File: config.mk
export PLATFORM = sky130hd
export DESIGN_NAME = cmpi_bus_seq
export DESIGN_NICKNAME = d
export VERILOG_FILES = /design/src/rtl/cmpi_seq_pkg.sv /design/src/rtl/cmpi_step_plan.sv /design/src/rtl/cmpi_step_seq.sv /design/src/rtl/cmpi_slot_timer.sv /design/src/rtl/cmpi_addr_gen.sv /design/src/rtl/cmpi_bus_seq.sv
export SDC_FILE = /design/constraint.sdc
export NUM_CORES = 1
export LEC_CHECK = 0
export BUFFER_PORTS_ARGS = -buffer_cell sky130_fd_sc_hd__buf_2
export CAP_MARGIN = 20
export CORE_ASPECT_RATIO = 1.25
export CORE_MARGIN = 3
export CORE_UTILIZATION = 45
export CTS_CLUSTER_DIAMETER = 100
export DETAILED_ROUTE_END_ITERATION = 10
export PLACE_DENSITY = 0.74
export SYNTH_ARGS = -nofsm -noshare
export SYNTH_HDL_FRONTEND = slang
export SYNTH_SLANG_ARGS = --single-unit
File: constraint.sdc
create_clock -name clk_i -period 3.1 [get_ports clk_i]
set_clock_uncertainty 0.1 [all_clocks]
set_input_delay 0.465 -clock clk_i [delete_from_list [all_inputs] [get_ports clk_i]]
set_output_delay 0.465 -clock clk_i [all_outputs]
set_load 0.005 [all_outputs]
File: src/rtl/cmpi_seq_pkg.sv
package cmpi_seq_pkg;

  typedef enum logic [2:0] {
    PH_NONE  = 3'd0,
    PH_IMM   = 3'd1,
    PH_PRE   = 3'd2,
    PH_EXT   = 3'd3,
    PH_READ  = 3'd4,
    PH_FINAL = 3'd5,
    PH_POST  = 3'd6
  } phase_e;

  localparam int unsigned NUM_PH = 7;

  typedef enum logic [2:0] {
    EA_DREG    = 3'd0,
    EA_IND     = 3'd1,
    EA_POSTINC = 3'd2,
    EA_PREDEC  = 3'd3,
    EA_DISP    = 3'd4,
    EA_INDEX   = 3'd5,
    EA_ABSW    = 3'd6,
    EA_ABSL    = 3'd7
  } ea_mode_e;

  // slot counts per phase
  typedef struct packed {
    logic [1:0] imm;
    logic [1:0] pre;
    logic [1:0] ext;
    logic [1:0] rd;
    logic [1:0] fin;
    logic [1:0] post;
  } plan_t;

  function automatic logic [1:0] phase_count(phase_e ph, plan_t pl);
    logic [1:0] c;
    unique case (ph)
      PH_IMM:   c = pl.imm;
      PH_PRE:   c = pl.pre;
      PH_EXT:   c = pl.ext;
      PH_READ:  c = pl.rd;
      PH_FINAL: c = pl.fin;
      PH_POST:  c = pl.post;
      default:  c = 2'd0;
    endcase
    return c;
  endfunction

  function automatic logic is_idle_phase(phase_e ph);
    return (ph == PH_PRE) || (ph == PH_POST);
  endfunction

endpackage

File: src/rtl/cmpi_step_plan.sv
module cmpi_step_plan
  import cmpi_seq_pkg::*;
(
  input  logic     long_i,
  input  ea_mode_e mode_i,
  output plan_t    plan_o
);

  always_comb begin
    plan_o      = '0;
    plan_o.imm  = long_i ? 2'd2 : 2'd1;
    plan_o.fin  = 2'd1;
    plan_o.rd   = (mode_i == EA_DREG) ? 2'd0 : (long_i ? 2'd2 : 2'd1);
    plan_o.pre  = (mode_i == EA_PREDEC || mode_i == EA_INDEX) ? 2'd1 : 2'd0;
    plan_o.post = (long_i && mode_i == EA_DREG) ? 2'd1 : 2'd0;
    unique case (mode_i)
      EA_DISP, EA_INDEX, EA_ABSW: plan_o.ext = 2'd1;
      EA_ABSL:                    plan_o.ext = 2'd2;
      default:                    plan_o.ext = 2'd0;
    endcase
  end

endmodule

File: src/rtl/cmpi_step_seq.sv
module cmpi_step_seq
  import cmpi_seq_pkg::*;
(
  input  logic   clk_i,
  input  logic   rst_ni,
  input  logic   start_i,
  input  plan_t  plan_i,
  input  logic   slot_end_i,
  output logic   busy_o,
  output phase_e phase_o,
  output logic   done_o
);

  phase_e     phase_q;
  logic [1:0] left_q;
  plan_t      plan_q;
  logic       done_q;
  phase_e     nxt;

  assign busy_o  = (phase_q != PH_NONE);
  assign phase_o = phase_q;
  assign done_o  = done_q;

  // lowest later phase with a nonzero count
  always_comb begin
    nxt = PH_NONE;
    for (int i = NUM_PH - 1; i >= 1; i--) begin
      if (i > int'(phase_q) && phase_count(phase_e'(i[2:0]), plan_q) != 2'd0)
        nxt = phase_e'(i[2:0]);
    end
  end

  always_ff @(posedge clk_i or negedge rst_ni) begin
    if (!rst_ni) begin
      phase_q <= PH_NONE;
      left_q  <= '0;
      plan_q  <= '0;
      done_q  <= 1'b0;
    end else begin
      done_q <= 1'b0;
      if (!busy_o) begin
        if (start_i) begin
          plan_q  <= plan_i;
          phase_q <= PH_IMM;
          left_q  <= plan_i.imm;
        end
      end else if (slot_end_i) begin
        if (left_q > 2'd1) begin
          left_q <= left_q - 2'd1;
        end else if (nxt != PH_NONE) begin
          phase_q <= nxt;
          left_q  <= phase_count(nxt, plan_q);
        end else begin
          phase_q <= PH_NONE;
          done_q  <= 1'b1;
        end
      end
    end
  end

endmodule

File: src/rtl/cmpi_slot_timer.sv
module cmpi_slot_timer #(
  parameter int unsigned BUS_CLKS  = 4,
  parameter int unsigned IDLE_CLKS = 2
) (
  input  logic clk_i,
  input  logic rst_ni,
  input  logic busy_i,
  input  logic idle_slot_i,
  input  logic ack_i,
  output logic slot_end_o,
  output logic strobe_o,
  output logic idle_o
);

  localparam int unsigned MAXC = (BUS_CLKS > IDLE_CLKS) ? BUS_CLKS : IDLE_CLKS;
  localparam int unsigned CW   = (MAXC > 2) ? $clog2(MAXC) : 1;
  localparam logic [CW-1:0] BUS_LAST  = CW'(BUS_CLKS - 1);
  localparam logic [CW-1:0] IDLE_LAST = CW'(IDLE_CLKS - 1);

  logic [CW-1:0] cnt_q;
  logic          at_last;

  assign at_last    = idle_slot_i ? (cnt_q == IDLE_LAST) : (cnt_q == BUS_LAST);
  assign slot_end_o = busy_i && at_last && (idle_slot_i || ack_i);
  assign strobe_o   = busy_i && !idle_slot_i && (cnt_q != '0);
  assign idle_o     = busy_i && idle_slot_i;

  always_ff @(posedge clk_i or negedge rst_ni) begin
    if (!rst_ni)                    cnt_q <= '0;
    else if (!busy_i || slot_end_o) cnt_q <= '0;
    else if (!at_last)              cnt_q <= cnt_q + CW'(1);
  end

endmodule

File: src/rtl/cmpi_addr_gen.sv
module cmpi_addr_gen
  import cmpi_seq_pkg::*;
#(
  parameter int unsigned AW      = 24,
  parameter int unsigned PF_LEAD = 4,
  parameter int unsigned WORD_B  = 2
) (
  input  logic          clk_i,
  input  logic          rst_ni,
  input  logic          load_i,
  input  logic [AW-1:0] pc_i,
  input  logic [AW-1:0] ea_i,
  input  logic          slot_end_i,
  input  phase_e        phase_i,
  output logic [AW-1:0] addr_o,
  output logic          read_o
);

  localparam logic [AW-1:0] LEAD = AW'(PF_LEAD);
  localparam logic [AW-1:0] STEP = AW'(WORD_B);

  logic [AW-1:0] pf_q, ea_q, off_q;
  logic          is_rd, is_pf;

  assign is_rd  = (phase_i == PH_READ);
  assign is_pf  = (phase_i == PH_IMM) || (phase_i == PH_EXT) || (phase_i == PH_FINAL);
  assign read_o = is_rd;
  assign addr_o = is_rd ? (ea_q + off_q) : pf_q;

  always_ff @(posedge clk_i or negedge rst_ni) begin
    if (!rst_ni) begin
      pf_q  <= '0;
      ea_q  <= '0;
      off_q <= '0;
    end else if (load_i) begin
      pf_q  <= pc_i + LEAD;
      ea_q  <= ea_i;
      off_q <= '0;
    end else if (slot_end_i) begin
      if (is_pf) pf_q  <= pf_q + STEP;
      if (is_rd) off_q <= off_q + STEP;
    end
  end

endmodule

File: src/rtl/cmpi_bus_seq.sv
module cmpi_bus_seq
  import cmpi_seq_pkg::*;
#(
  parameter int unsigned AW        = 24,
  parameter int unsigned BUS_CLKS  = 4,
  parameter int unsigned IDLE_CLKS = 2
) (
  input  logic          clk_i,
  input  logic          rst_ni,
  input  logic          start_i,
  input  logic [1:0]    size_i,
  input  logic [2:0]    mode_i,
  input  logic [AW-1:0] pc_i,
  input  logic [AW-1:0] ea_addr_i,
  input  logic          bus_ack_i,
  output logic [AW-1:0] bus_addr_o,
  output logic          bus_read_o,
  output logic          bus_strobe_o,
  output logic          idle_o,
  output logic          done_o
);

  plan_t  plan;
  phase_e phase;
  logic   busy, slot_end, start_acc;

  assign start_acc = start_i && !busy;

  cmpi_step_plan u_plan (
    .long_i (size_i[1]),
    .mode_i (ea_mode_e'(mode_i)),
    .plan_o (plan)
  );

  cmpi_step_seq u_seq (
    .clk_i      (clk_i),
    .rst_ni     (rst_ni),
    .start_i    (start_i),
    .plan_i     (plan),
    .slot_end_i (slot_end),
    .busy_o     (busy),
    .phase_o    (phase),
    .done_o     (done_o)
  );

  cmpi_slot_timer #(
    .BUS_CLKS  (BUS_CLKS),
    .IDLE_CLKS (IDLE_CLKS)
  ) u_timer (
    .clk_i       (clk_i),
    .rst_ni      (rst_ni),
    .busy_i      (busy),
    .idle_slot_i (is_idle_phase(phase)),
    .ack_i       (bus_ack_i),
    .slot_end_o  (slot_end),
    .strobe_o    (bus_strobe_o),
    .idle_o      (idle_o)
  );

  cmpi_addr_gen #(
    .AW (AW)
  ) u_addr (
    .clk_i      (clk_i),
    .rst_ni     (rst_ni),
    .load_i     (start_acc),
    .pc_i       (pc_i),
    .ea_i       (ea_addr_i),
    .slot_end_i (slot_end),
    .phase_i    (phase),
    .addr_o     (bus_addr_o),
    .read_o     (bus_read_o)
  );

endmodule

=== Word-level counts from Yosys, hierarchy flattened ===
Index checks and enable logic that the tools add are counted.

* Output and inout port bits: 28
* Input bits: 57
* Flip-flop bits (word level): 91
* Word-level logic and storage cells: 126

* Add/subtract/negate cells: 6
* Equal/unequal tests: 23
* Reductions and logical operators: 40
* Muxes and demuxes: 36
* Bitwise operators: 1
* Order comparisons: 7

{| class="wikitable"
|+ Operator list
! operator !! count
|-
| $mux W24 || 7
|-
| $add A24 B2 Y24 const B || 2
|-
| $mux W3 || 11
|-
| $eq A3 B3 Y1 const B || 10
|-
| $add A24 B24 Y24 || 1
|-
| $add A24 B3 Y24 const B || 1
|-
| $reduce_bool A2 Y1 || 10
|-
| $mux W2 || 9
|-
| $eq A3 B2 Y1 const B || 5
|-
| $logic_and A1 B1 Y1 || 13
|-
| $pmux W2 S6 || 1
|-
| $gt A3 B3 Y1 const A || 3
|-
| $mux W1 || 7
|-
| $eq A3 B1 Y1 const B || 2
|-
| $gt A2 B3 Y1 const A || 2
|-
| $logic_or A1 B1 Y1 || 6
|-
| $ne A2 B2 Y1 const B || 3
|-
| $reduce_and A2 Y1 || 3
|-
| $reduce_and A3 Y1 || 2
|-
| $reduce_bool A3 Y1 || 2
|-
| $pmux W2 S2 || 1
|-
| $gt A1 B3 Y1 const A || 1
|-
| $logic_not A3 Y1 || 1
|-
| $ne A3 B3 Y1 const B || 1
|-
| other kinds (8) || 9
|}

=== Depth between registers and ports, before layout ===
Gate-level depths: netlist of run 1.

* Depth in word-level cells: 14
* Mapped depth: 10
* Depth with buffers taken out: 9

=== Modules after synthesis ===
Synthesis of run 1 repeated with hierarchy kept, for this count alone.

* Cell total of the unflattened synthesis: 739
* Area total of the unflattened synthesis: 6,349.8 um^2

{| class="wikitable"
|+ Modules (own cells, without submodules)
! module !! cells an instance !! area an instance (um^2) !! instances !! seq. area each (um^2)
|-
| cmpi_addr_gen || 577 || 5,046.1 || 1 || 1,776.7
|-
| cmpi_step_seq || 126 || 1,004.7 || 1 || 450.4
|-
| cmpi_slot_timer || 18 || 168.9 || 1 || 50.0
|-
| cmpi_step_plan || 16 || 102.6 || 1 || 0.0
|-
| cmpi_bus_seq || 2 || 27.5 || 1 || 0.0
|}

=== Worst setup path before layout of run 1 ===
OpenSTA, ideal clock, no wires.

* Path type: reg-to-output
* From: register u_addr.off_q[2]
* To: output port bus_addr_o[19]
* Arrival: 2.318 ns
* Data required time: 2.535 ns
* Path buffers: 0
* Slack: 0.217 ns
* Cell stages (with the launch flop): 9
* Cell sequence: dfrtp_1 ha_1 a211oi_1 o21ai_0 nand2b_1 o211ai_1 a211oi_1 nor4b_1 a211o_1

* Longest elaborated chain between the ends: 2

{| class="wikitable"
|+ RTL lines
! what !! line !! text
|-
| start, declared || cmpi_addr_gen.sv:22 || <nowiki>logic [AW-1:0] pf_q, ea_q, off_q;</nowiki>
|-
| start signal, assigned || cmpi_addr_gen.sv:41 || <nowiki>if (is_rd) off_q <= off_q + STEP;</nowiki>
|-
| $add A24 B24 Y24 || cmpi_addr_gen.sv:28 || <nowiki>assign addr_o = is_rd ? (ea_q + off_q) : pf_q;</nowiki>
|-
| $mux W24 || cmpi_addr_gen.sv:28 ||
|-
| end, declared || cmpi_bus_seq.sv:16 || <nowiki>output logic [AW-1:0] bus_addr_o,</nowiki>
|}

No other way between the ends.

=== Final worst setup path of run 1 ===
* From: register u_addr.ea_q[13]
* To: output port bus_addr_o[20]

* Longest elaborated chain between the ends: 2

{| class="wikitable"
|+ RTL lines
! what !! line !! text
|-
| start, declared || cmpi_addr_gen.sv:22 ||
|-
| start signal, assigned || cmpi_addr_gen.sv:37 || <nowiki>ea_q <= ea_i;</nowiki>
|-
| $add A24 B24 Y24 || cmpi_addr_gen.sv:28 ||
|-
| $mux W24 || cmpi_addr_gen.sv:28 ||
|}

No other way between the ends.

==> impl_metrics.json, run 1 <==
{
  "pwr-share-comb_pct": 41.9,
  "cts_sinks": 88,
  "drv_cap": 0,
  "wirelength_um": 15200,
  "synth_cells": 703,
  "status": "complete, but fails checks",
  "intPower_mw": 3.50,
  "track_usage_pct": 21.4,
  "htreeDepth": 3,
  "worst-path-max-fanout": 4,
  "rr_endpoint": "u_addr.off_q[21]",
  "dp.cells": 947,
  "n_antenna_cell": 0,
  "core_um2": 12400,
  "use_met2_pct": 37.8,
  "fin_setup_tns_ps": -827,
  "use_met3_pct": 1.85,
  "drtPass1Iterations": 7,
  "synth_edf_count": 0,
  "gp_congestion": 0.841,
  "layout_min_cycle_time_ps": 3270,
  "startpoint": "u_addr.ea_q[13]",
  "vias_per_cell": 5.44,
  "cts_buffers": 9,
  "violations": "negative setup slack",
  "report.final.slew_viol_count": 0,
  "setup_ws_ps": -174,
  "yosysWarnings": 0,
  "placed_cell_area_um2": 6480,
  "setup_viol": 9,
  "synth_flop_cell": "dfrtp_1",
  "pwr-share-seq_pct": 34.8,
  "floorplan.initialDensity_pct": 46.8,
  "avgSynthCellArea_um2": 8.25,
  "grt_pass1_wl_um": 24700,
  "fin_nets": 900,
  "place_hpwl_um": 10700,
  "ios": 85,
  "grt_max_degree": 80,
  "drt_iter0_drc": 299,
  "p_total_mw": 5.78,
  "drc": 0,
  "fin_cells": 986,
  "arrival_ps": 2710,
  "reg2reg_from": "u_seq.phase_o[2]",
  "regToRegSetupSlack_ps": 460,
  "place.port_buffers": 83,
  "maxSlewHeadroom_pct": 47.4,
  "ir_drop_mv": 0.348,
  "die_x_um": 108,
  "final_cell_area_um2": 7290,
  "die-area_um2": 14300,
  "cts_tree": "done",
  "synthesis.nets": 786,
  "required_ps": 2530,
  "clock_path_buffers": 2,
  "syn-cell-area_um2": 5800,
  "cts_hold_buf": 0,
  "cellPowerDensity_nw_per_um2": 793,
  "rows": 45,
  "crit_type": "reg -> out",
  "tightestPinTransition_ps": 790,
  "grt_pass1_vias": 5182,
  "ys_types": 55,
  "synth-seq-cells": 88,
  "hold_viol_final": 0,
  "clkLatencyLatePin_ps": 350,
  "ant_nets": 0,
  "startpoint_type": "register",
  "sw_frac_of_total_pct": 39.5,
  "root_buffer": "clkbuf_16",
  "ff2ff_path_depth": 7,
  "synthArstFlopShare_pct": 100,
  "top_usage_layer": "met2",
  "synth_seq_area_share_pct": 38.0,
  "end_kind": "primary output",
  "die_h_um": 133,
  "fmax_mhz": 305,
  "routedWlPerCell_um": 15.4,
  "clkPwrFrac_pct": 23.2,
  "p_sw_mw": 2.28,
  "overflow": 0,
  "met1_usage_pct": 27.2,
  "whs_ps": 37.0,
  "rsz0062_at_grt": "true",
  "drive_above_1_share_pct": 23.6,
  "min_path_type": "in -> async",
  "antenna_found_initial": 0,
  "num_vias": 5359,
  "path_clk_slew_ps": 70,
  "p_leak_nw": 3.34,
  "area_delta_synth_final_pct": 25.7,
  "period_share_pct": 106
}
## cells in the mapped netlist, types with 2 or more instances
library cell	n	share of area (%)
o21ai_0	56	4.8
nand3_1	32	2.8
xor2_1	35	5.3
a31oi_1	3	0.32
or4_1	3	0.39
a211oi_1	8	1.0
or3_1	6	0.65
nor4_4	2	0.73
nor2b_1	4	0.43
and4_1	6	0.91
a32oi_1	3	0.45
buf_2	2	0.17
a21bo_2	2	0.35
xnor2_1	40	6.0
and2_1	4	0.43
ha_1	26	5.6
nand4_1	13	1.4
a21oi_1	23	2.0
o21bai_1	3	0.39
nand2_1	163	11
clkbuf_1	22	1.4
and3_1	12	1.3
inv_1	14	0.91
dfrtp_1	88	38
a22o_1	2	0.30
o221a_2	3	0.58
mux2i_1	2	0.35
or2_2	6	0.65
o211ai_1	5	0.65
o21a_1	6	0.78
nand2b_1	3	0.32
a21o_1	7	0.91
nor2_1	57	3.7
a22oi_1	4	0.52
o22ai_1	3	0.32
nor3_1	14	1.2
o31ai_1	3	0.39
## power by group through the flow
stage	Combinational [mW]	Sequential, mW	Clock (mW)
finish	2.42	2.01	1.34
global route	2.73	2.07	1.40
CTS	2.37	2.00	1.35
detailed placement	2.23	1.99	0
global placement	2.19	1.98	0
floorplan	1.58	1.83	0
## final cells by class
| class | count | area, um^2 |
|---|---|---|
| fill | 1124 | 5100 |
| timing repair buffer | 127 | 756 |
| inverter | 14 | 52.6 |
| sequential | 88 | 2200 |
| multi-input combinational | 577 | 3700 |
| clock inverter | 7 | 144 |
| clock buffer | 9 | 225 |
| tap | 164 | 205 |
## what timing repair did
| action | 4_1_cts | 5_1_grt |
|---|---|---|
| pin swaps | 10 | 23 |
| setup buffers | 13 | 11 |
| setup endpoints to repair | 14 | 12 |
| cloned | 0 | 0 |
| resized for setup | 33 | 18 |
## kinds of logic (layout without fill, tap and decap cells)
group | after synthesis | count (layout) | share of synthesized area (%)
AND/OR/NAND/NOR | 330 | 330 | 26.4
AO/OA/AOI/OAI | 144 | 144 | 15.8
flip-flops | 88 | 88 | 38.0
XOR/XNOR | 75 | 75 | 11.3
buffers and inverters | 38 | 157 | 2.50
adder cells (fa/ha/maj) | 26 | 26 | 5.61
multiplexers | 2 | 2 | 0.345
## layer usage
metal / wire length, um / share of wire [%]
met3: 490 / 3.2
met2: 7800 / 51
met4: 312 / 2.1
met5: 0 / 0
met1: 6560 / 43
## worst max path at each step
stage,endpoint,slack (ps),depth (start not counted)
4_1_cts,bus_addr_o[20],-130,11
6_report,bus_addr_o[20],-170,11
2_1_floorplan,bus_addr_o[19],220,8
5_1_grt,bus_addr_o[19],-270,12
3_5_place_dp,bus_addr_o[18],40,10
3_3_place_gp,bus_addr_o[18],40,10
## per-stage QoR
step | worst slack [ps] | utilization (%)
after floorplan | 217 | -
after global placement | 39.8 | 52.4
after detailed placement | 41.8 | 52.4
after CTS | -130 | 57.7
after global routing | -266 | 58.8
final | -174 | 58.8
## registers in the layout, summed over array words and instances (netlist names)
register       cells
u_addr.ea_q       24
u_addr.off_q      23
u_addr.pf_q       24
u_seq.done_o       1
u_seq.left_q       2
u_seq.phase_o      3
u_seq.plan_q       9
u_timer.cnt_q      2
## worst max-delay path, cell delays in order, from the launching register on
cell,delay [ps]
dfrtp_1,410
ha_4,310
and4_1,200
o211ai_1,90
nand2b_1,160
o211ai_1,110
buf_4,170
a211oi_2,60
buf_4,160
or4_4,480
nand3_2,90
buf_2,110
## placed cells by master (no fill, tap or decap), drive strengths merged, types with 4 or more instances in the layout
cell    count
buf       127
nand2     163
nand3      32
nand4      13
and4        6
or2         6
bufinv      4
a211oi      8
xor2       35
xnor2      40
o211ai      5
dfrtp      88
o21a        6
nor2b       4
clkbuf      9
a21o        7
and2        4
o21ai      57
inv        14
nor2       57
nor3       15
or3         6
a21oi      24
a22oi       4
ha         26
and3       12
(Power assumes the default switching activity.)
==> run 2, diff against run 1 <==
- TNS_END_PERCENT: default -> 30
- clock period: 3.1 -> 4.2 ns (I/O delays scaled with it)
==> run 2 against run 1 <==
Compared with the run above: the run now ends clean; utilization shrank 4.5 points; final cell count shrank 3.9%; cell area shrank 7.7%; sequential share of layout area grew 2.5 points; register-to-register slack gained 1000 ps; first-iteration DRC count shrank 33%; via count shrank 4.9%; global-route usage shrank 1.3 points; worst setup slack gained 430 ps; highest routed layer unchanged.
==> impl_metrics.json, run 2 (synthesis results as in run 1) <==
{
  "post_cts_buffers": 0,
  "place.port_buffers": 83,
  "layout_min_cycle_time_ps": 3950,
  "overflow": 0,
  "worst-path-max-fanout": 7,
  "startpoint_type": "register",
  "gp_congestion": 0.904,
  "drv_cap": 0,
  "die_h_um": 133,
  "drive_above_1_share_pct": 15.7,
  "drtPass1Iterations": 5,
  "crit_type": "reg -> out",
  "ios": 85,
  "routedWlPerCell_um": 14.5,
  "floorplan.initialDensity_pct": 46.8,
  "cts_hold_buf": 0,
  "arrival_ps": 3220,
  "p_leak_nw": 3.15,
  "fmax_mhz": 253,
  "clkLatencyLatePin_ps": 350,
  "wirelength_um": 13800,
  "setup_viol": 0,
  "cts_sinks": 88,
  "top_usage_layer": "met2",
  "met1_usage_pct": 26.3,
  "track_usage_pct": 20.1,
  "ant_nets": 0,
  "tightestPinTransition_ps": 825,
  "path_clk_slew_ps": 60,
  "mostFrequentLayoutCell": "nand2_1",
  "status": "finished clean",
  "use_met3_pct": 1.90,
  "min_path_type": "in -> async",
  "p_total_mw": 4.01,
  "cts_resized": 0,
  "grt_pass1_wl_um": 23200,
  "fin_setup_tns_ps": 0,
  "grt_max_degree": 80,
  "drt_iter0_drc": 200,
  "place_hpwl_um": 10200,
  "required_ps": 3470,
  "die-area_um2": 14300,
  "top_regs": "u_addr.ea_q x24, u_addr.pf_q x24, u_addr.off_q x23",
  "n_antenna_cell": 0,
  "maxSlewHeadroom_pct": 45.0,
  "ir_drop_mv": 0.256,
  "htreeDepth": 3,
  "use_met2_pct": 33.9,
  "fin_nets": 862,
  "cellPowerDensity_nw_per_um2": 596,
  "drc": 0,
  "grt_pass1_vias": 4839,
  "layout_common_cells": "nand2_1, dfrtp_1, buf_2",
  "core_um2": 12400,
  "root_buffer": "clkbuf_16",
  "report.final.slew_viol_count": 0,
  "cts_tree": "done",
  "area_delta_synth_final_pct": 16.1,
  "vias_per_cell": 5.38,
  "period_share_pct": 94.0,
  "die_x_um": 108,
  "rows": 45,
  "end_kind": "primary output",
  "rsz0062_at_grt": "false",
  "clock_path_buffers": 2,
  "cts_buffers": 9,
  "num_vias": 5096,
  "hold_viol_final": 0,
  "antenna_found_initial": 0
}
==> run 2: changes by cell type in the layout (fill, tap and decap cells not counted), sizes merged <==
cell	before	now
clkinvlp	2	1
clkbuf	9	11
buf	127	89
bufinv	4	3
==> run 2: routing by layer <==
| metal | part of all wire [%] | vias up |
|---|---|---|
| met5 | 0 | - |
| met4 | 2.6 | 0 |
| met3 | 3.4 | 21 |
| met2 | 49 | 100 |
| met1 | 44 | 2361 |
| li1 | - | 2614 |
==> run 2: worst max-delay path: stages (launching register included) <==
cell	delay, ps
dfrtp_1	420
ha_1	350
a211oi_1	390
o21ai_0	230
nand2b_1	120
o211ai_1	90
buf_4	170
a211oi_1	570
xor2_1	130
o21ai_0	240
buf_2	160
==> run 2: final cells by class <==
| class | count | area (um^2) |
|---|---|---|
| Fill cell | 1206 | 5660 |
| Multi-Input combinational cell | 577 | 3450 |
| Sequential cell | 88 | 2200 |
| Timing Repair Buffer | 89 | 463 |
| Clock buffer | 11 | 253 |
| Tap cell | 164 | 205 |
| Clock inverter | 5 | 103 |
| Inverter | 14 | 52.6 |
==> run 2: stage by stage <==
step	instance area, um^2	worst slack [ps]	utilization (%)	hold WS [ps]	instances
global route	6730	5.72	54.3	346	948
floorplan	5800	1150	-	234	703
detailed placement	6370	644	51.4	362	932
global placement	6370	647	51.4	359	932
CTS	6730	256	54.3	313	948
finish	6730	254	54.3	272	948
==> run 2: power by group <==
| part | switching [mW] | internal, mW | total (mW) |
|---|---|---|---|
| registers | 0.337 | 1.14 | 1.47 |
| logic | 0.904 | 0.682 | 1.59 |
| clock network | 0.334 | 0.613 | 0.947 |
| total | 1.57 | 2.43 | 4.01 |
==> run 2: final timing paths <==
| check | startpoint | to | slack [ps] | cells past startpoint |
|---|---|---|---|---|
| min in group clk_i | ea_addr_i[0] | u_addr.ea_q[0] | 370 | 3 |
| worst min register to register | u_seq.plan_q[10] | u_seq.plan_q[10] | 370 | 1 |
| worst max-delay path | u_addr.off_q[2] | bus_addr_o[18] | 250 | 10 |
| worst min-delay path | rst_ni | u_addr.off_q[22] | 270 | 1 |
| max in group asynchronous | rst_ni | u_addr.ea_q[18] | 2870 | 2 |
| worst max register to register | u_seq.phase_o[0] | u_seq.left_q[1] | 1460 | 7 |
==> run 3, diff against run 2 <==
- CORE_UTILIZATION: 45 -> 40
- PLACE_DENSITY: 0.74 -> 0.68
==> run 3 against run 2 <==
Compared with the run above: power up 1.3%; die area up 12%; flip-flop and latch count unchanged; global-route usage down 2.0 points; first-iteration DRC count up 6.0%; utilization down 6.1 points; largest cell class unchanged; highest routed layer unchanged.
==> impl_metrics.json, run 3 (synthesis results as in run 1) <==
{
  "status": "finished clean",
  "layout_common_cells": "nand2_1, dfrtp_1, buf_2",
  "fmax_mhz": 255,
  "area_delta_synth_final_pct": 16.5,
  "drtPass1Iterations": 5,
  "overflow": 0,
  "pwr-share-comb_pct": 39.5,
  "drv_cap": 0,
  "gp_congestion": 0.844,
  "tightestPinTransition_ps": 820,
  "final_cell_area_um2": 6750,
  "period_share_pct": 93.3,
  "cts_sinks": 88,
  "startpoint_type": "register",
  "clkPwrFrac_pct": 24.4,
  "die_h_um": 141,
  "layout_min_cycle_time_ps": 3920,
  "cts_resized": 0,
  "die-area_um2": 16000,
  "arrival_ps": 3190,
  "rows": 48,
  "drc": 0,
  "pwr-share-seq_pct": 36.0,
  "dp.cells": 942,
  "rsz0062_at_grt": "false",
  "place.port_buffers": 83,
  "ir_drop_mv": 0.222,
  "sw_frac_of_total_pct": 39.0,
  "grt_max_degree": 80,
  "report.final.slew_viol_count": 0,
  "cellPowerDensity_nw_per_um2": 601,
  "intPower_mw": 2.48,
  "core_um2": 14000,
  "drive_above_1_share_pct": 15.6,
  "maxSlewHeadroom_pct": 45.3,
  "top_regs": "u_addr.ea_q x24, u_addr.pf_q x24, u_addr.off_q x23",
  "whs_ps": 277,
  "setup_viol": 0,
  "regToRegSetupSlack_ps": 1500,
  "cts_tree": "done",
  "vias_per_cell": 5.33,
  "grt_pass1_vias": 4955,
  "die_x_um": 114,
  "path_clk_slew_ps": 60,
  "clkLatencyLatePin_ps": 350,
  "hold_viol_final": 0,
  "mostFrequentLayoutCell": "nand2_1",
  "fin_nets": 861,
  "ff_latch_area_um2": 2200,
  "end_kind": "primary output",
  "crit_type": "reg -> out",
  "root_buffer": "clkbuf_16",
  "clock_path_buffers": 2,
  "ios": 85,
  "num_vias": 5110,
  "multi_input_area_um2": 3450,
  "grt_pass1_wl_um": 23500,
  "nFillCells": 1392,
  "antenna_found_initial": 0,
  "wirelength_um": 14000,
  "p_sw_mw": 1.58,
  "floorplan.initialDensity_pct": 41.4,
  "p_leak_nw": 3.16,
  "htreeDepth": 3,
  "min_path_type": "in -> async",
  "n_antenna_cell": 0,
  "required_ps": 3470,
  "ant_nets": 0,
  "drt_iter0_drc": 212,
  "fin_cells": 958,
  "worst-path-max-fanout": 5,
  "cts_buffers": 9,
  "fin_setup_tns_ps": 0,
  "placed_cell_area_um2": 6380,
  "place_hpwl_um": 10400,
  "post_cts_buffers": 0,
  "cts_hold_buf": 0,
  "routedWlPerCell_um": 14.6,
  "track_usage_pct": 18.1
}
## run 3: changes by cell type in the layout (fill, tap and decap cells not counted), sizes merged
| cell | delta |
|---|---|
| buf | -1 |
| bufinv | +1 |
| clkinv | -1 |
## run 3: metrics by stage
step	power (mW)	util (%)	worst slack (ps)
detailed placement	3.07	45.6	683
CTS	4.08	48.2	273
global route	4.37	48.2	18.5
floorplan	2.52	-	1150
global placement	3.04	45.6	645
finish	4.06	48.2	281
## run 3: layout make-up
| type | instances | share of cell area [%] |
|---|---|---|
| sequential | 88 | 32.6 |
| tap | 175 | 3.24 |
| timing repair buffer | 88 | 6.75 |
| clock inverter | 5 | 1.89 |
| multi-input combinational | 577 | 51.1 |
| inverter | 14 | 0.778 |
| clock buffer | 11 | 3.60 |
## run 3: power by group through the flow
stage / sequential (mW) / clock, mW / combinational (mW)
after floorplan: 1.35 / 0 / 1.17
after global placement: 1.47 / 0 / 1.58
after detailed placement: 1.47 / 0 / 1.60
after CTS: 1.46 / 1.00 / 1.62
after global routing: 1.51 / 1.03 / 1.83
final: 1.46 / 0.992 / 1.61
## run 3: path summary, 6_finish.rpt
| kind | cells past startpoint | start | endpoint |
|---|---|---|---|
| max | 9 | u_addr.off_q[2] | bus_addr_o[18] |
| min | 1 | rst_ni | u_addr.ea_q[0] |
| max reg2reg | 8 | u_seq.phase_o[2] | u_addr.off_q[23] |
| min reg2reg | 1 | u_seq.plan_q[10] | u_seq.plan_q[10] |
| max in group asynchronous | 2 | rst_ni | u_addr.off_q[6] |
| min in group clk_i | 3 | ea_addr_i[4] | u_addr.ea_q[4] |
## run 3: per-layer routing
layer | part of all wire [%] | routed length, um | GRT usage [%] | vias up
li1 | - | - | - | 2606
met1 | 45 | 6260 | 23.3 | 2373
met2 | 49 | 6920 | 30.9 | 111
met3 | 3.9 | 544 | 1.89 | 20
met4 | 2.2 | 305 | 7.22 | 0
met5 | 0 | 0 | 0 | -
## run 3: critical path: stages (launching register included)
cell      delay, ps
dfrtp_1         420
ha_1            350
a211oi_1        390
o21ai_0         250
nand2b_1        130
o211ai_1        160
a211oi_1        590
xor2_1          190
o21ai_0         220
buf_2           150
